===== config.mk =====
export PLATFORM = sky130hd
export DESIGN_NAME = cccr_reconfig_engine
export DESIGN_NICKNAME = d
export VERILOG_FILES = /design/src/rtl/cccr_pkg.sv /design/src/rtl/cccr_row.sv /design/src/rtl/cccr_popcnt.sv /design/src/rtl/cccr_reconfig_engine.sv
export SDC_FILE = /design/constraint.sdc
export NUM_CORES = 1
export LEC_CHECK = 0
export BUFFER_PORTS_ARGS = -buffer_cell sky130_fd_sc_hd__buf_4
export CAP_MARGIN = 20
export CELL_PAD_IN_SITES_DETAIL_PLACEMENT = 0
export CELL_PAD_IN_SITES_GLOBAL_PLACEMENT = 1
export CORE_ASPECT_RATIO = 0.7
export CORE_MARGIN = 2
export CORE_UTILIZATION = 38
export CTS_CLUSTER_SIZE = 14
export DETAILED_ROUTE_END_ITERATION = 12
export PLACE_DENSITY = 0.66
export RECOVER_POWER = 100
export SYNTH_ARGS = -nofsm -noshare
export SYNTH_HDL_FRONTEND = slang
export SYNTH_HIERARCHICAL = 1
export SYNTH_SLANG_ARGS = --single-unit

===== constraint.sdc =====
create_clock -name clk -period 5.8 [get_ports clk]
set_input_delay 0.58 -clock clk [delete_from_list [all_inputs] [get_ports clk]]
set_output_delay 0.58 -clock clk [all_outputs]
set_load 0.03 [all_outputs]

===== src/rtl/cccr_pkg.sv =====
package cccr_pkg;
   typedef enum logic [1:0] {
      NS_REG  = 2'b00,
      NS_SUB  = 2'b01,
      NS_BYP  = 2'b10,
      NS_STBY = 2'b11
   } node_st_e;
endpackage


===== src/rtl/cccr_row.sv =====
module cccr_row
   import cccr_pkg::*;
#(
   parameter int D  = 3,
   parameter int NC = 1 << D,
   parameter int RW = $clog2(D + 1)
) (
   input  logic [RW-1:0]          pos,
   input  logic                   has_below,
   input  logic                   is_spare,
   input  logic [NC-1:0]          flt,
   input  logic [NC-1:0]          below_flt,
   input  logic [NC-1:0][1:0]     below_st,
   output logic [NC-1:0][1:0]     row_st,
   output logic                   row_untol
);
   localparam int CW = D;

   logic [NC-1:0]      shifted;
   logic [NC-1:0][1:0] first;

   // backward-neighbour step, one instance per cycle
   for (genvar c = 0; c < NC; c++) begin : g_first
      assign shifted[c] = has_below && (below_flt[c] || (below_st[c] != NS_REG));
      assign first[c]   = shifted[c] ? NS_SUB : (is_spare ? NS_STBY : NS_REG);
   end

   assign row_untol = |(flt & shifted);

   // lateral step: partner differs in address bit 'pos'
   for (genvar c = 0; c < NC; c++) begin : g_lat
      logic [CW-1:0] pidx;
      assign pidx = CW'(c) ^ (CW'(1) << pos);
      always_comb begin
         if (!is_spare && (flt[pidx] || (first[pidx] == NS_SUB)))
            row_st[c] = NS_BYP;
         else
            row_st[c] = first[c];
      end
   end
endmodule


===== src/rtl/cccr_popcnt.sv =====
module cccr_popcnt #(
   parameter int N    = 32,
   parameter int CNTW = $clog2(N + 1)
) (
   input  logic [N-1:0]    bits,
   output logic [CNTW-1:0] count
);
   always_comb begin
      count = '0;
      for (int k = 0; k < N; k++)
         count = count + CNTW'(bits[k]);
   end
endmodule


===== src/rtl/cccr_reconfig_engine.sv =====
module cccr_reconfig_engine
   import cccr_pkg::*;
#(
   parameter int D = 3
) (
   input  logic                                   clk,
   input  logic                                   rst_n,
   input  logic [(D+1)*(1<<D)-1:0]                fault_map,
   output logic [2*(D+1)*(1<<D)-1:0]              node_state,
   output logic [$clog2((D+1)*(1<<D)+1)-1:0]      changed_count,
   output logic                                   busy,
   output logic                                   done,
   output logic                                   untolerated
);
   localparam int NC   = 1 << D;
   localparam int ROWS = D + 1;
   localparam int N    = NC * ROWS;
   localparam int CNTW = $clog2(N + 1);
   localparam int RW   = $clog2(D + 1);
   localparam int PHW  = $clog2(D + 2);

   if (D < 1 || D > 4) begin : g_bad_dim
      $error("cccr_reconfig_engine: D must lie in 1..4");
   end

   logic [N-1:0]                map_q;
   logic [ROWS-1:0][NC-1:0][1:0] work_q, base_arr;
   logic [PHW-1:0]              phase_q;
   logic                        busy_q, done_q, untol_q, untol_acc;
   logic [N-1:0][1:0]           state_q, fin;
   logic [N-1:0]                diff;
   logic [CNTW-1:0]             cnt_q, fin_cnt;

   logic [RW-1:0]               rsel;
   logic [NC-1:0]               cur_flt, below_flt;
   logic [NC-1:0][1:0]          below_st, row_st;
   logic                        row_untol;

   // fault-free reference configuration
   always_comb begin
      for (int p = 0; p < ROWS; p++)
         for (int c = 0; c < NC; c++)
            base_arr[p][c] = (p == D) ? NS_STBY : NS_REG;
   end

   assign rsel = (phase_q > PHW'(D)) ? RW'(D) : phase_q[RW-1:0];

   always_comb begin
      int bidx;
      bidx = (rsel == '0) ? 0 : int'(rsel) - 1;
      for (int c = 0; c < NC; c++) begin
         cur_flt[c]   = map_q[int'(rsel) * NC + c];
         below_flt[c] = (rsel == '0) ? 1'b0 : map_q[bidx * NC + c];
         below_st[c]  = (rsel == '0) ? NS_REG : work_q[bidx][c];
      end
   end

   cccr_row #(.D(D), .NC(NC), .RW(RW)) u_row (
      .pos       (rsel),
      .has_below (rsel != '0),
      .is_spare  (rsel == RW'(D)),
      .flt       (cur_flt),
      .below_flt (below_flt),
      .below_st  (below_st),
      .row_st    (row_st),
      .row_untol (row_untol)
   );

   // final forcing of failed nodes and difference against the reference
   always_comb begin
      for (int p = 0; p < ROWS; p++)
         for (int c = 0; c < NC; c++) begin
            fin[p*NC + c]  = map_q[p*NC + c] ? NS_BYP : work_q[p][c];
            diff[p*NC + c] = (fin[p*NC + c] != base_arr[p][c]);
         end
   end

   cccr_popcnt #(.N(N), .CNTW(CNTW)) u_cnt (
      .bits  (diff),
      .count (fin_cnt)
   );

   always_ff @(posedge clk or negedge rst_n) begin
      if (!rst_n) begin
         map_q     <= '0;
         work_q    <= base_arr;
         phase_q   <= '0;
         busy_q    <= 1'b0;
         done_q    <= 1'b0;
         untol_q   <= 1'b0;
         untol_acc <= 1'b0;
         cnt_q     <= '0;
         for (int p = 0; p < ROWS; p++)
            for (int c = 0; c < NC; c++)
               state_q[p*NC + c] <= (p == D) ? NS_STBY : NS_REG;
      end else begin
         done_q <= 1'b0;
         if (!busy_q) begin
            if (fault_map != map_q) begin
               map_q     <= fault_map;
               busy_q    <= 1'b1;
               phase_q   <= '0;
               untol_acc <= 1'b0;
               work_q    <= base_arr;
            end
         end else if (phase_q <= PHW'(D)) begin
            work_q[rsel] <= row_st;
            untol_acc    <= untol_acc | row_untol;
            phase_q      <= phase_q + 1'b1;
         end else begin
            busy_q  <= 1'b0;
            done_q  <= 1'b1;
            untol_q <= untol_acc;
            if (!untol_acc) begin
               state_q <= fin;
               cnt_q   <= fin_cnt;
            end
         end
      end
   end

   assign node_state    = state_q;
   assign changed_count = cnt_q;
   assign busy          = busy_q;
   assign done          = done_q;
   assign untolerated   = untol_q;
endmodule


==> results.toml <==
[sta]
relSlewSlack_pct = -215
fin_crit_sh_pct = 94.4
worst_pin_slew_ps = 4730
drv_slew = 243
fin_tns_setup_ps = 0
clock.fmax_ghz = 0.183
skew_ps = 16.4
period_needed_ps = 5480
hold_violations = 0
rsz0062_at_grt = "false"
setup_viol = 0

[cells_and_area]
final_nets = 1193
syn_to_final_growth_pct = 13.5
final_cells = 1502
num_antenna_cells = 0
seq_area_um2 = 4370
multiInputGateArea_um2 = 5400
final_common_cell = "nand2_1"
drive_above_1_share_pct = 18.5
nFillCells = 2739
mostFrequentLayoutCells = "nand2_1 (217), dfrtp_1 (140), clkbuf_1 (75)"

[synth]
syn-num-nets = 1112
ys_ff_latch = 173
seq_area_frac_synth_pct = 42.1
yosysTopAreaCell = "dfrtp_1"
ys_warn_count = 6
syn-instance-count = 1044
synth_edf_count = 0
synth_top_area_share_pct = 34.0
syn_area_per_cell_um2 = 9.94
syn_area_um2 = 10400
async_flop_share_pct = 100
synth_ff_type = "dfrtp_1"
synth_area_leaders = "dfrtp_1 (34%), dfstp_2 (8.1%), nand2_1 (7.8%)"
ys_types = 62

[route]
drcViolationCount = 0
wl_met1_um = 17800
viasPerCell = 5.73
drtAntennaViolNets = 0
via_count = 8603
wl_met2_um = 14900
drt_iter0_drc = 792
dr.pass1.iters = 5
wl_met3_um = 2900
top_layer = "met4"
routed_wl_um = 36400
wl_per_cell_um = 24.3

[critical_path]
path_max_fanout = 34
crit_path_end_kind = "register"
start_kind = "register"
critical_path_class = "register to register"
crit_buf_inv = 3
path_cells = "ha_1 > ha_1 > inv_1 > a21oi_1 > inv_1 > clkbuf_2 > nand2_1 > a31oi_1 > nand2b_1 > o221a_2 > nor2_1 > a221oi_1 > mux2_2 > a32o_1"
cp.required_ps = 6160
cp_top_family = "compound AO/OA/AOI/OAI gates"
slowest_delay_ps = 1260
cpMaxStageDelayCell = "a221oi_1"
critPathArrivalTime_ps = 5840

[floorplan]
rows = 50
die_w_um = 202
core_um2 = 26800
chipHeight_um = 142
dieArea_um2 = 28700
boundaryPins = 107
initial_core_util_pct = 38.8

[clock_network]
path_clk_slew_ps = 70
cts_tree = "built"
clk_latency_ps = 450
postCtsSetupRepairBufs = 0
numCtsBuffers = 17
cts_sinks = 173
cts_resized = 0
cts-root-buf = "clkbuf_16"
cts_buffer_depth = 2
h-tree-depth = 4
ctsHoldBuffers = 0

[pwr]
leakagePower_nw = 5.49
power.density_nw_per_um2 = 282
peakVddDrop_mv = 0.203

[placed_design]
gp_congestion = 0.919
port_buffers = 106
dpl.cell_count = 1470
hpwl_um = 26100

[run_status]
violations = "capacitance limit, slew limit"
status = "complete, but fails checks"

[global_route]
grt.total_usage_pct = 25.8
grt_max_degree = 102
grt_pass1_vias = 8325
antenna_found_initial = 0
overflow = 0
grt_pass1_wl_um = 54400

[run]
maxCapViolCount = 4

[worst_hold_path]
hold_path_class = "primary input to register"
cells by family (layout without fill, tap and decap cells):
kind of cell,after synthesis,after routing,share of synthesized area [%]
DFF,173,173,42.1
AOI/OAI and AO/OA,224,224,16.3
buffers and inverters,129,223,5.67
adders and majority gates,34,34,5.83
muxes,102,102,10.9
xor gates and xnor gates,35,35,2.95
and+or+nand+nor,347,347,16.3
flip-flops by register name, summed over array words and instances (netlist names):
register / flops
done: 1
busy: 1
work_q: 64
untolerated: 1
map_q: 32
phase_q: 3
untol_acc: 1
node_state: 64
changed_count: 6
synthesized netlist by cell type (all sizes together) (25+ instances only):
master and count:
nand3b 42, clkbuf 37, a31oi 35, dfstp 32, or3 25, a32o 48
o21ai 37, buf 33, mux2 81, dfrtp 141, inv 59, nand2 217
a21oi 33, xnor2 34
area by class of cell:
cell class	count	share of cell area, %
multi-input cells	742	45.9
flip-flops and latches	173	37.1
repair buffers	132	6.13
well taps	364	3.87
clock buffers	19	3.85
inverters	59	1.88
clock inverters	13	1.27
per-stage QoR:
stage	cell area, um^2	power [mW]	hold slack (ps)	setup WS (ps)	util, %
floorplan	10400	1.94	284	776	-
global placement	11500	2.17	444	572	42.9
detailed placement	11500	2.17	445	553	42.9
CTS	12100	3.39	311	525	45.2
global route	11800	3.50	370	180	44.0
finish	11800	3.32	372	322	44.0
path summary, 6_finish.rpt:
check | startpoint | end | slack, ps | cells past startpoint
setup / recovery | phase_q[0] | work_q[3] | 320 | 14
hold / removal | fault_map[0] | map_q[0] | 370 | 2
setup reg to reg | phase_q[0] | work_q[3] | 320 | 14
hold reg to reg | node_state[57] | node_state[57] | 450 | 2
max in group asynchronous | rst_n | work_q[17] | 1200 | 1
min in group asynchronous | rst_n | node_state[15] | 1940 | 1
power breakdown:
part           internal, mW  switching, mW
registers              1.23         0.0291
clock network         0.667          0.549
logic                 0.379          0.464
layer usage:
layer	vias to the layer above	track usage [%]
met5	-	0
met1	4368	38.7
met3	43	7.42
met4	0	7.78
met2	307	35.7
li1	3885	-
Power figures use the tool's default switching activity.
